===== config.mk =====
export PLATFORM = sky130hd
export DESIGN_NAME = wdog_keyed
export DESIGN_NICKNAME = d
export VERILOG_FILES = /design/src/rtl/wdog_keyed.sv
export SDC_FILE = /design/constraint.sdc
export NUM_CORES = 1
export LEC_CHECK = 0
export ABC_AREA = 0
export BUFFER_PORTS_ARGS = -buffer_cell sky130_fd_sc_hd__buf_2
export CORE_AREA = 2 2 76 78
export DETAILED_ROUTE_END_ITERATION = 7
export DIE_AREA = 0 0 78 80
export MAX_ROUTING_LAYER = met4
export SLEW_MARGIN = 40
export SYNTH_ARGS = -nofsm -noshare
export SYNTH_HDL_FRONTEND = slang
export SYNTH_SLANG_ARGS = --single-unit

===== constraint.sdc =====
create_clock -name clk -period 2.43 [get_ports clk]
set_input_delay 0.486 -clock clk [delete_from_list [all_inputs] [get_ports clk]]
set_output_delay 0.486 -clock clk [all_outputs]
set_load 0.01 [all_outputs]

===== src/rtl/wdog_keyed.sv =====
module wdog_keyed #(
  parameter int PD_TICKS = 32
) (
  input  logic        clk,
  input  logic        rst_n,
  input  logic        por_n,
  input  logic        tick_2hz,
  input  logic        lowpwr,
  input  logic        wr_en,
  input  logic [3:0]  addr,
  input  logic [15:0] wdata,
  output logic [15:0] rdata,
  output logic        tout_rst,
  output logic        sw_rst,
  output logic        wdog_n
);
  localparam int PDW = $clog2(PD_TICKS + 1);
  localparam logic [PDW-1:0] PD_LAST = PDW'(PD_TICKS - 1);
  localparam logic [15:0] KEY_A = 16'h5555;
  localparam logic [15:0] KEY_B = 16'hAAAA;

  logic [7:0]     tmo_q, cnt_q;
  logic           rsel_q, en_q, frz_q, frz_lk_q;
  logic           expired_q, armed_q, sw_q;
  logic           pd_en_q, pd_pulse_q;
  logic [PDW-1:0] pd_cnt_q;
  logic [1:0]     stat_q;

  wire wr_ctl  = wr_en && (addr == 4'h0);
  wire wr_svc  = wr_en && (addr == 4'h2);
  wire wr_misc = wr_en && (addr == 4'h8);
  wire key_ok  = wr_svc && armed_q && (wdata == KEY_B);
  wire run     = en_q && !expired_q && !(frz_q && lowpwr);

  always_ff @(posedge clk or negedge rst_n) begin
    if (!rst_n) begin
      tmo_q    <= '0;
      rsel_q   <= 1'b0;
      en_q     <= 1'b0;
      frz_q    <= 1'b0;
      frz_lk_q <= 1'b0;
    end else if (wr_ctl) begin
      tmo_q  <= wdata[15:8];
      rsel_q <= wdata[3];
      if (wdata[2]) en_q <= 1'b1;
      if (!frz_lk_q) begin
        frz_q    <= wdata[0];
        frz_lk_q <= 1'b1;
      end
    end
  end

  always_ff @(posedge clk or negedge rst_n) begin
    if (!rst_n) begin
      cnt_q     <= '0;
      expired_q <= 1'b0;
    end else if (wr_ctl && (en_q || wdata[2])) begin
      cnt_q <= wdata[15:8];
    end else if (key_ok) begin
      cnt_q <= tmo_q;
    end else if (tick_2hz && run) begin
      if (cnt_q == 8'd0) expired_q <= 1'b1;
      else               cnt_q     <= cnt_q - 8'd1;
    end
  end

  always_ff @(posedge clk or negedge rst_n) begin
    if (!rst_n)      armed_q <= 1'b0;
    else if (wr_svc) armed_q <= (wdata == KEY_A);
  end

  always_ff @(posedge clk or negedge rst_n) begin
    if (!rst_n) begin
      pd_en_q    <= 1'b1;
      pd_cnt_q   <= '0;
      pd_pulse_q <= 1'b0;
    end else begin
      pd_pulse_q <= 1'b0;
      if (wr_misc && !wdata[0]) begin
        pd_en_q <= 1'b0;
      end else if (tick_2hz && pd_en_q) begin
        if (pd_cnt_q == PD_LAST) begin
          pd_pulse_q <= 1'b1;
          pd_en_q    <= 1'b0;
        end else begin
          pd_cnt_q <= pd_cnt_q + 1'b1;
        end
      end
    end
  end

  always_ff @(posedge clk or negedge rst_n) begin
    if (!rst_n) sw_q <= 1'b0;
    else        sw_q <= wr_ctl && !wdata[4];
  end

  always_ff @(posedge clk or negedge por_n) begin
    if (!por_n)        stat_q <= 2'b00;
    else if (sw_q)     stat_q <= 2'b01;
    else if (tout_rst) stat_q <= 2'b10;
  end

  assign tout_rst = expired_q && rsel_q;
  assign sw_rst   = sw_q;
  assign wdog_n   = !(pd_pulse_q || (expired_q && !rsel_q));

  always_comb begin
    case (addr)
      4'h0:    rdata = {tmo_q, 3'b000, 1'b1, rsel_q, en_q, 1'b0, frz_q};
      4'h4:    rdata = {14'd0, stat_q};
      4'h8:    rdata = {15'd0, pd_en_q};
      default: rdata = 16'h0000;
    endcase
  end
endmodule



# Word-level counts from Yosys, hierarchy flattened
# Index checks and enable logic that the tools add are counted.
[word_totals]
n_memories = 0
input_bits = 26
reg_bits = 33
romBits = 0
ramBits = 0
output_inout_bits = 19
word_cells = 75
latchBits = 0
[classes]
bitwise_logic = 5
shifts = 0
n_eq_ne = 7
n_reduce_logical = 35
n_lt_le_gt_ge = 0
add_sub_neg = 2
n_div = 0
multipliers = 0
muxes = 13
[op_table]
columns = ["operator", "count"]
rows = [
  ["16-bit one-hot mux with 3 select lines", 1],
  ["8-bit two-way mux", 4],
  ["16-bit by 15-bit equality test with 1-bit output (second input constant)", 1],
  ["16-bit equality test (second input constant)", 1],
  ["1-bit logical AND", 15],
  ["8-bit logical NOT", 1],
  ["2-bit AND reduction", 4],
  ["8-bit by 1-bit subtractor with 8-bit output (second input constant)", 1],
  ["6-bit by 1-bit adder with 6-bit output (second input constant)", 1],
  ["6-bit by 5-bit equality test with 1-bit output (second input constant)", 1],
  ["1-bit logical NOT", 6],
  ["1-bit two-way mux", 6],
  ["2-bit nonzero test", 3],
  ["1-bit NOT", 5],
  ["4-bit by 2-bit equality test with 1-bit output (second input constant)", 1],
  ["4-bit by 3-bit equality test with 1-bit output (second input constant)", 1],
  ["4-bit equality test (second input constant)", 1],
  ["4-bit logical NOT", 1],
  ["2-bit two-way mux", 2],
  ["4-bit AND reduction", 1],
  ["3-bit != test (second input constant)", 1],
  ["3-bit AND reduction", 1],
  ["3-bit nonzero test", 1],
  ["1-bit logical OR", 2],
]

# Depth between registers and ports, before layout
# Gate-level depths: netlist of run 1.
[logic_depth]
depth_word = 7
depth_mapped = 7
mapped_depth_nobuf = 7

# Worst setup path before layout of run 1
# OpenSTA, ideal clock, no wires.
[synth_timing]
path_kind = "input to register"
startpoint = "input addr[3]"
endpoint = "register expired_q"
required_ns = 2.310
slack_ns = 0.239
arrival_time_ns = 2.071
path_stages = 6
n_path_buf = 2
setup_ns = 0.120
path_cell_list = "or4_4 or4_4 buf_6 and2_4 buf_6 a31o_1"
[synth_between]
elab_chain_cells = 6
elab_cells_between_ends = 10
cone_classes = "eq/ne (1); bitwise (2); reduce/logical (7)"
[synth_rtl]
columns = ["item", "line_no", "rtl"]
rows = [
  ["from (decl)", "10", "input logic [3:0] addr,"],
  ["4-bit by 2-bit equality test with 1-bit output", "30", "wire wr_svc = wr_en && (addr == 4'h2);"],
  ["1-bit logical AND", "30", ""],
  ["1-bit logical AND (2 in a row)", "32", "wire key_ok = wr_svc && armed_q && (wdata == KEY_B);"],
  ["1-bit NOT (no source line)", "--", ""],
  ["4-bit AND reduction (no source line) *", "--", ""],
  ["to (signal assigned)", "56", "expired_q <= 1'b0;"],
  ["to (signal assigned)", "62", "if (cnt_q == 8'd0) expired_q <= 1'b1;"],
  ["to (decl)", "24", "logic expired_q, armed_q, sw_q;"],
]
# Mark *: on every way between the ends. The rest lies on a longest branch, timed or not.
# A chain may end at the register's enable or synchronous reset.

# Worst setup path in the final report of run 1
[layout_timing]
startpoint = "input addr[3]"
endpoint = "output rdata[13]"
[layout_between]
elab_chain_cells = 2
elab_cells_between_ends = 4
cone_classes = "eq/ne (2); mux (1); reduce/logical (1)"
[layout_rtl]
columns = ["item", "line_no", "rtl"]
rows = [
  ["4-bit equality test, or another cell as far along", "108", "case (addr)"],
  ["16-bit one-hot mux with 3 select lines *", "108", ""],
  ["to (decl)", "12", "output logic [15:0] rdata,"],
]
# Marks and branches as above.

==> out/metrics.yaml, run 1 <==
finish:
  area_growth_pct: 21.4
  num-fill-cells: 558
  seqCellArea_um2: 827
  antenna_cells: 0
  final_nets: 257
  post-route-util: 0.413
  drive_gt1_frac: 0.314
  multi_input_area_um2: 948
timing:
  fin_skew_ns: 0.00821
  post-route-period-util: 0.882
  max_freq_mhz: 466
  timing.setup.tns_ns: 0
  max_slew.worst_pin.slew_ns: 0.704
  grt_setup_unrepaired: "no"
  maxSlewViolCount: 0
  setup_slack_ns: 0.286
  min_period_ns: 2.14
  slew_headroom: 0.531
  hold_viol_final: 0
  setup_viol: 0
power:
  power_switching_share: 0.303
  p_int_mw: 1.17
  p_comb_frac: 0.252
  cellPowerDensity_nw_per_um2: 752
  power_frac_clock: 0.272
  irDropWorstVdd_v: 0.000259
  pwr-share-seq: 0.476
  power.switching_mw: 0.509
  p_leak_nw: 1.04
detailed_routing:
  routed_wl_um: 4250
  wire_per_inst_um: 14.1
  viasPerCell: 4.87
  ant_nets: 0
  drtIter0Drc: 43
  via_count: 1465
  drc_errors: 0
  drt_first_pass_iters: 4
synth:
  syn_area_per_cell_um2: 10.2
  yosysSeqAreaShare: 0.449
  synth-edff-count: 0
  synth-seq-cells: 33
  ys.flop_type: "dfrtp_1"
  yosysTopAreaCell: "dfrtp_1"
  yosysWarningCount: 0
  synth_top_area_share: 0.435
  async_flop_share: 1.00
  netlist_area_um2: 1840
  synthTopCellsByCount: "32 x dfrtp_1, 16 x nor2_1, 11 x and2_1, 11 x mux2_2, 9 x nand2_1"
  yosysMostFrequentCell: "dfrtp_1"
  synth_cells: 181
  post_synth_num_cell_types: 43
  synthTopCellsByArea: "dfrtp_1 44%, mux2_2 6.7%, and2_1 3.7%"
critical_path:
  cpPeakStageDelay_ns: 0.52
  slowest_stage: "nor4_2"
  worstReg2RegStart: "cnt_q[0]"
  crit_type: "in -> out"
  reg2reg_depth: 7
  cp_cell_sequence: "buf_2, nor4_2, buf_4, and2_1, buf_2"
  regToRegSetupSlack_ns: 0.59
  worstPathMaxFanout: 9
  r2r-end: "cnt_q[1]"
  critPathLaunchType: "input port"
  crit_arrival_ns: 1.66
  critPathLaunch: "addr[3]"
  end_kind: "primary output"
  crit_top_cell: "buf_2"
  required_ns: 1.94
cts:
  h-tree-depth: 2
  clk_latency_ns: 0.29
  cts.path.max_buffers: 2
  clock-root-buffer: "clkbuf_8"
  cts_buffers: 5
  path_clk_slew_ns: 0.07
  post_cts_buffers: 0
  tritoncts: "yes"
  clock-sinks: 33
floorplanning:
  initial_core_util: 0.341
  dieArea_um2: 6240
  die_y_um: 80
  rows: 27
  ios: 45
  fp.dieW_um: 78
  design.core.area_um2: 5410
placement:
  gp_congestion: 0.795
  io_buffers: 41
  hpwl_um: 3240
  pre_cts_ws_ns: 0.170
worst_hold_path:
  hp-class: "in -> async"
global_routing:
  grt_pass1_wl_um: 7020
  grt_start_max_net_pins: 32
  globalRouteOverflowTotal: 0
  grt_pass1_vias: 1419
  gr-usage-all-layers: 0.150
  antenna_found_initial: 0
outcome:
  status: "completed"
run:
  cap_violations: 0
## how the worst max path moves through the flow
stage	to	slack, ns	depth (start not counted)
floorplan	expired_q	0.24	6
finish	rdata[13]	0.29	5
CTS	rdata[13]	0.27	5
detailed placement	expired_q	0.17	5
global placement	expired_q	0.18	5
global route	rdata[13]	0.20	5
## repair_timing
item / in CTS / in global routing
gates resized for setup: 0 / 0
hold endpoints to repair: 2 / 0
hold buffers: 1 / 0
## stage by stage
| step | std cells | hold WS [ns] | instance area, um2 | total power, mW |
|---|---|---|---|---|
| after floorplan | 183 | 0.190 | 1850 | 1.10 |
| after global placement | 292 | 0.282 | 2120 | 1.23 |
| after detailed placement | 292 | 0.280 | 2120 | 1.23 |
| after CTS | 301 | 0.267 | 2230 | 1.70 |
| after global routing | 301 | 0.287 | 2230 | 1.79 |
| final | 301 | 0.244 | 2230 | 1.68 |
## cells in the final DEF, fill, tap and decap left out, drive strengths merged, types with 2 or more instances in the layout
master  instances
buf            45
nand4           3
nand2b          8
a21o            2
o22ai           6
nor3            5
nand3           3
a21oi           8
nor4bb          6
or4             2
nor4            4
and2           12
clkbuf          7
xnor2           6
nand3b          4
mux2i           4
nor3b           4
o21ai           2
dfrtp          32
conb            3
nor2           16
nand2           9
mux2           11
ha              3
xor2            3
inv             6
## cell families (layout without fill, tap and decap cells)
family                     Yosys count  count (layout)  share of synthesized area
xor gates and xnor gates             9               9                     0.0428
and+or+nand+nor                     82              82                      0.269
adders and majority gates            3               3                     0.0204
AOI/OAI and AO/OA                   24              24                     0.0843
other                                1               3                    0.00204
DFF                                 33              33                      0.449
buffers and inverters               14              60                     0.0428
muxes                               15              15                     0.0891
## cell type report
| cell class | count | area share |
|---|---|---|
| Clock buffer | 7 | 0.0431 |
| Inverter | 6 | 0.0101 |
| Clock inverter | 1 | 0.00224 |
| Timing Repair Buffer | 46 | 0.110 |
| Sequential cell | 33 | 0.370 |
| Multi-Input combinational cell | 136 | 0.424 |
| Tap cell | 72 | 0.0403 |
## state kept, by name, indices dropped and copies added, names as in the netlist, 2 cells and up
signal / cells
tmo_q: 8
cnt_q: 8
stat_q: 2
pd_cnt_q: 6
## power groups by stage
| stage | clock (mW) | sequential, mW | combinational (mW) |
|---|---|---|---|
| 4_1_cts | 0.469 | 0.801 | 0.426 |
| 3_3_place_gp | 0 | 0.806 | 0.419 |
| 6_report | 0.457 | 0.801 | 0.423 |
| 2_1_floorplan | 0 | 0.776 | 0.324 |
| 3_5_place_dp | 0 | 0.810 | 0.422 |
| 5_1_grt | 0.495 | 0.818 | 0.478 |
## critical path, delay by kind of cell
family | cells | cell delay, ns
buffers and inverters | 3 | 0.51
and+or+nand+nor | 2 | 0.65
## per-layer routing
| layer | routed length, um | share of wire | track usage | vias to the layer above |
|---|---|---|---|---|
| met5 | 0 | 0 | - | - |
| met3 | 134 | 0.032 | 0.0362 | 8 |
| met4 | 100 | 0.024 | 0.0684 | 0 |
| li1 | - | - | - | 729 |
| met1 | 2020 | 0.48 | 0.186 | 701 |
| met2 | 1990 | 0.47 | 0.231 | 27 |
No activity file was read; power rests on OpenSTA's default activity.
==> run 2, diff against run 1 <==
--- a/config.mk
+++ b/config.mk
@@ -7,10 +7,11 @@
 export LEC_CHECK = 0
 export ABC_AREA = 0
 export BUFFER_PORTS_ARGS = -buffer_cell sky130_fd_sc_hd__buf_2
-export CORE_AREA = 2 2 76 78
+export CORE_AREA = 2 2 61 63
 export DETAILED_ROUTE_END_ITERATION = 7
-export DIE_AREA = 0 0 78 80
+export DIE_AREA = 0 0 63 65
 export MAX_ROUTING_LAYER = met4
+export PLACE_DENSITY_LB_ADDON = 0.25
 export SLEW_MARGIN = 40
 export SYNTH_ARGS = -nofsm -noshare
 export SYNTH_HDL_FRONTEND = slang
==> out/metrics.yaml, run 2 (same netlist as run 1, synthesis figures left out) <==
timing:
  max_slew.worst_pin.slew_ns: 0.651  # -0.0532 ns
  finalHoldWorstSlack_ns: 0.162  # -0.0825 ns
  fin_skew_ns: 0.00408  # -0.00413 ns
  grt_setup_unrepaired: "no"
  post-route-period-util: 0.779  # -0.103
  slew_headroom: 0.566  # +0.0355
  min_period_ns: 1.89  # -0.251 ns
  hold_viol_final: 0  # unchanged
  maxSlewViolCount: 0  # unchanged
  timing.setup.tns_ns: 0  # unchanged
  max_freq_mhz: 528  # +13%
  setup_viol: 0  # unchanged
finish:
  biggestRegsByFlops: "cnt_q (8), tmo_q (8), pd_cnt_q (6)"
  antenna_cells: 0  # unchanged
  finalNonFillerCells: 277  # -8.0%
  final_nets: 257  # unchanged
  final_area_um2: 2170  # -2.7%
  layout_commonest_cell: "buf_2"
  num-fill-cells: 314  # -44%
  area_growth_pct: 18.1
  layout_common_cells: "41 x buf_2, 32 x dfrtp_1, 16 x nor2_1"
  drive_gt1_frac: 0.314  # unchanged
placement:
  hpwl_um: 3030  # -6.5%
  place_inst: 268  # -8.2%
  gp_congestion: 0.848  # +6.7%
  post_dp_cell_area_um2: 2090  # -1.4%
  io_buffers: 41  # unchanged
floorplanning:
  die_y_um: 65  # -19%
  initial_core_util: 0.526  # +0.186
  fp.dieW_um: 63  # -19%
  dieArea_um2: 4100  # -34%
  design.core.area_um2: 3500  # -35%
  ios: 45  # unchanged
  rows: 22  # -19%
power:
  power_frac_clock: 0.220  # -0.052
  pwr-share-seq: 0.509  # +0.033
  p_comb_frac: 0.271  # +0.019
  p_leak_nw: 1.03  # -1.2%
  p_total_mw: 1.57  # -6.5%
  cellPowerDensity_nw_per_um2: 723  # -3.9%
  power_switching_share: 0.311  # +0.00791
  power.switching_mw: 0.488  # -4.1%
  irDropWorstVdd_v: 0.000311  # +20%
  p_int_mw: 1.08  # -7.6%
critical_path:
  required_ns: 2.67  # +0.73 ns
  cp_top_family: "simple AND/OR/NAND/NOR gates"
  worstPathMaxFanout: 9  # unchanged
  crit_arrival_ns: 2.13  # +0.47 ns
  cp_cell_sequence: "buf_2, or4_4, or4_4, and2_4, a31o_1"
  critPathLaunchType: "input port"
  cp_num_buf_inv: 1  # -2
  crit_top_cell: "or4_4"
  cpPeakStageDelay_ns: 0.55  # +0.03 ns
  slowest_stage: "or4_4"
  end_kind: "flop"
  regToRegSetupSlack_ns: 0.61  # +0.02 ns
  crit_type: "in -> reg"
cts:
  cts_buffers: 5  # unchanged
  h-tree-depth: 2  # unchanged
  post_cts_resized: 0  # unchanged
  tritoncts: "yes"
  cts.path.max_buffers: 2  # unchanged
  path_clk_slew_ns: 0.09  # +0.02 ns
  clock-sinks: 33  # unchanged
  clk_latency_ns: 0.34  # +0.05 ns
  clock-root-buffer: "clkbuf_4"
  post_cts_buffers: 0  # unchanged
run:
  cap_violations: 0  # unchanged
detailed_routing:
  drc_errors: 0  # unchanged
  wire_per_inst_um: 13.7  # -3.2%
  viasPerCell: 5.19  # +6.7%
  via_count: 1438  # -1.8%
  drtIter0Drc: 70  # +63%
  routed_wl_um: 3780  # -11%
  drt_first_pass_iters: 6  # +2
  ant_nets: 0  # unchanged
global_routing:
  globalRouteOverflowTotal: 0  # unchanged
  grt_start_max_net_pins: 32  # unchanged
  grt_pass1_wl_um: 6670  # -5.0%
  gr-usage-all-layers: 0.220  # +0.0703
  antenna_found_initial: 0  # unchanged
  grt_pass1_vias: 1471  # +3.7%
outcome:
  status: "completed"
worst_hold_path:
  hp-class: "in -> async"
[run 2: what timing repair did]
item	in CTS	in global routing
setup endpoints to repair	0	0
endpoints found under the hold margin	2	0
hold buffers	1	0
[run 2: cell type report]
cell class              instances  area [um2]  area share
inverters                       6        22.5      0.0104
well taps                      48        60.1      0.0276
multi-input cells             136         948       0.436
clock inverters                 1        5.00     0.00230
clock buffers                   7        65.1      0.0299
repair buffers                 46         245       0.113
flip-flops and latches         33         827       0.381
[run 2: metal layers]
metal | up-vias | global-route usage | wire, um
li1 | 733 | - | -
met1 | 673 | 0.266 | 1710
met2 | 25 | 0.348 | 1860
met3 | 7 | 0.0642 | 141
met4 | 0 | 0.0889 | 68
met5 | - | - | 0
[run 2: power groups by stage]
stage / Sequential, mW / Combinational, mW / Clock, mW
final: 0.799 / 0.426 / 0.346
after global routing: 0.823 / 0.491 / 0.381
after CTS: 0.798 / 0.431 / 0.361
after detailed placement: 0.809 / 0.428 / 0
after global placement: 0.807 / 0.415 / 0
after floorplan: 0.776 / 0.324 / 0
[run 2: path summary, 6_finish.rpt]
kind	startpoint	to	cells after the start
setup / recovery	addr[3]	expired_q	5
hold / removal	rst_n	sw_rst	1
setup reg to reg	cnt_q[0]	cnt_q[0]	7
hold reg to reg	frz_lk_q	frz_lk_q	1
max in group asynchronous	rst_n	tmo_q[6]	1
min in group clk	tick_2hz	pd_en_q	2
[run 2: stage by stage]
| stage | utilization | setup slack (ns) |
|---|---|---|
| 5_1_grt | 0.622 | 0.490 |
| 2_1_floorplan | - | 0.239 |
| 3_5_place_dp | 0.599 | 0.180 |
| 4_1_cts | 0.622 | 0.546 |
| 6_report | 0.622 | 0.537 |
| 3_3_place_gp | 0.599 | 0.193 |
==> run 3, diff against run 2 <==
--- a/config.mk
+++ b/config.mk
@@ -7,9 +7,9 @@
 export LEC_CHECK = 0
 export ABC_AREA = 0
 export BUFFER_PORTS_ARGS = -buffer_cell sky130_fd_sc_hd__buf_2
-export CORE_AREA = 2 2 61 63
+export CORE_AREA = 2 2 62 64
 export DETAILED_ROUTE_END_ITERATION = 7
-export DIE_AREA = 0 0 63 65
+export DIE_AREA = 0 0 64 66
 export MAX_ROUTING_LAYER = met4
 export PLACE_DENSITY_LB_ADDON = 0.25
 export SLEW_MARGIN = 40
==> constraint.sdc (replaced) <==
create_clock -name clk -period 2 [get_ports clk]
set_input_delay 0.4 -clock clk [delete_from_list [all_inputs] [get_ports clk]]
set_output_delay 0.4 -clock clk [all_outputs]
set_load 0.01 [all_outputs]
==> out/metrics.yaml, run 3 (same netlist as run 1, synthesis figures left out) <==
cts:
  clock-sinks: 33  # unchanged
  cts.path.max_buffers: 2  # unchanged
  path_clk_slew_ns: 0.10  # about the same
  post_cts_buffers: 0  # unchanged
  cts_buffers: 5  # unchanged
  clk_latency_ns: 0.34  # about the same
  tritoncts: "yes"
  clock-root-buffer: "clkbuf_4"
  h-tree-depth: 2  # unchanged
placement:
  hpwl_um: 3050  # +0.54%
  io_buffers: 41  # unchanged
  gp_congestion: 0.794  # -6.4%
  place_inst: 277  # +3.4%
finish:
  biggestRegsByFlops: "cnt_q (8), tmo_q (8), pd_cnt_q (6)"
  layout_common_cells: "41 x buf_2, 32 x dfrtp_1, 16 x nor2_1"
  finalNonFillerCells: 285  # +2.9%
  antenna_cells: 0  # unchanged
  drive_gt1_frac: 0.338  # +0.0231
  final_nets: 266  # +3.5%
  area_growth_pct: 21.3
  layout_commonest_cell: "buf_2"
  num-fill-cells: 323  # +2.9%
detailed_routing:
  via_count: 1538  # +7.0%
  drt_first_pass_iters: 4  # -2
  routed_wl_um: 3950  # +4.5%
  wire_per_inst_um: 13.9  # +1.5%
  drtIter0Drc: 66  # -5.7%
  viasPerCell: 5.40  # +4.0%
  drc_errors: 0  # unchanged
  ant_nets: 0  # unchanged
floorplanning:
  initial_core_util: 0.518  # -0.00816
  die_y_um: 66  # +1.5%
  ios: 45  # unchanged
  design.core.area_um2: 3550  # +1.6%
  dieArea_um2: 4220  # +3.2%
  rows: 22  # unchanged
  fp.dieW_um: 64  # +1.6%
global_routing:
  met1_usage: 0.248  # -0.0177
  grt_pass1_vias: 1555  # +5.7%
  gr-usage-all-layers: 0.211  # -0.00941
  grt_pass1_wl_um: 6770  # +1.4%
  grt-busiest-layer: "met2"
  met3_usage: 0.0528  # -0.0114
  antenna_found_initial: 0  # unchanged
  grt_start_max_net_pins: 32  # unchanged
  globalRouteOverflowTotal: 0  # unchanged
  use_met2: 0.362  # +0.0136
timing:
  finalHoldWorstSlack_ns: 0.0920  # -0.0698 ns
  grt_setup_unrepaired: "no"
  max_freq_mhz: 553
  hold_viol_final: 0  # unchanged
  setup_viol: 0  # unchanged
  maxSlewViolCount: 0  # unchanged
  min_period_ns: 1.81
  fin_skew_ns: 0.00781  # +0.00373 ns
  slew_headroom: 0.536  # -0.0297
  max_slew.worst_pin.slew_ns: 0.695  # +0.0445 ns
  post-route-period-util: 0.905
  timing.setup.tns_ns: 0  # unchanged
power:
  cellPowerDensity_nw_per_um2: 844  # +17%
  p_leak_nw: 1.06  # +3.3%
  irDropWorstVdd_v: 0.000468  # +50%
critical_path:
  required_ns: 1.60  # -1.07 ns
  critPathLaunchType: "input port"
  slowest_stage: "nor4_2"
  cp_cell_sequence: "buf_2, buf_4, nor4_2, buf_4, and2_1, buf_2"
  end_kind: "primary output"
  reg2reg_depth: 7  # unchanged
  worstPathMaxFanout: 13  # +4
  cpPeakStageDelay_ns: 0.25  # -0.30 ns
  crit_arrival_ns: 1.41  # -0.72 ns
  regToRegSetupSlack_ns: 0.27  # -0.34 ns
  r2r-end: "cnt_q[1]"
  worstReg2RegStart: "cnt_q[0]"
  crit_type: "in -> out"
run:
  cap_violations: 0  # unchanged
outcome:
  status: "completed"
worst_hold_path:
  hp-class: "in -> async"
[run 3: per-stage QoR]
| step | worst slack [ns] | area, um2 | total power [mW] | util |
|---|---|---|---|---|
| floorplan | -0.0227 | 1850 | 1.34 | - |
| global placement | 0.0177 | 2160 | 1.49 | 0.609 |
| detailed placement | -0.0622 | 2160 | 1.51 | 0.609 |
| CTS | 0.107 | 2230 | 1.89 | 0.627 |
| global route | 0.0930 | 2230 | 2.00 | 0.629 |
| finish | 0.190 | 2230 | 1.88 | 0.629 |
[run 3: what timing repair did]
item,4_1_cts,5_1_grt
setup endpoints to repair,0,1
endpoints found under the hold margin,2,0
hold buffers,1,0
resized for setup,0,1
[run 3: per-layer routing]
layer  part of all wire  vias up
li1                   -      756
met1               0.47      745
met2               0.48       33
met3              0.039        4
met4             0.0071        0
met5                  0        -
[run 3: critical path, delay by kind of cell]
kind                   cells  cell delay (ns)
buffers and inverters      4             0.60
and+or+nand+nor            2             0.40
[run 3: area by class of cell]
cell class / instances / area [um2] / area share
Multi-Input combinational cell: 136 / 955 / 0.428
Sequential cell: 33 / 827 / 0.371
Timing Repair Buffer: 55 / 313 / 0.140
Tap cell: 48 / 60.1 / 0.0269
Clock buffer: 7 / 55.1 / 0.0247
Inverter: 6 / 22.5 / 0.0101
[run 3: how the worst max path moves through the flow]
stage          startpoint   endpoint  slack, ns
3_5_place_dp    wdata[10]   cnt_q[2]      -0.06
6_report          addr[3]   rdata[2]       0.19
3_3_place_gp      addr[0]   cnt_q[1]       0.02
5_1_grt           addr[3]  rdata[13]       0.09
2_1_floorplan     addr[0]   cnt_q[1]      -0.02
4_1_cts          cnt_q[0]   cnt_q[1]       0.11
[run 3: power breakdown]
part / total [mW] / switching [mW] / internal [mW]
combinational: 0.523 / 0.232 / 0.290
clock: 0.382 / 0.217 / 0.166
sequential: 0.979 / 0.147 / 0.832
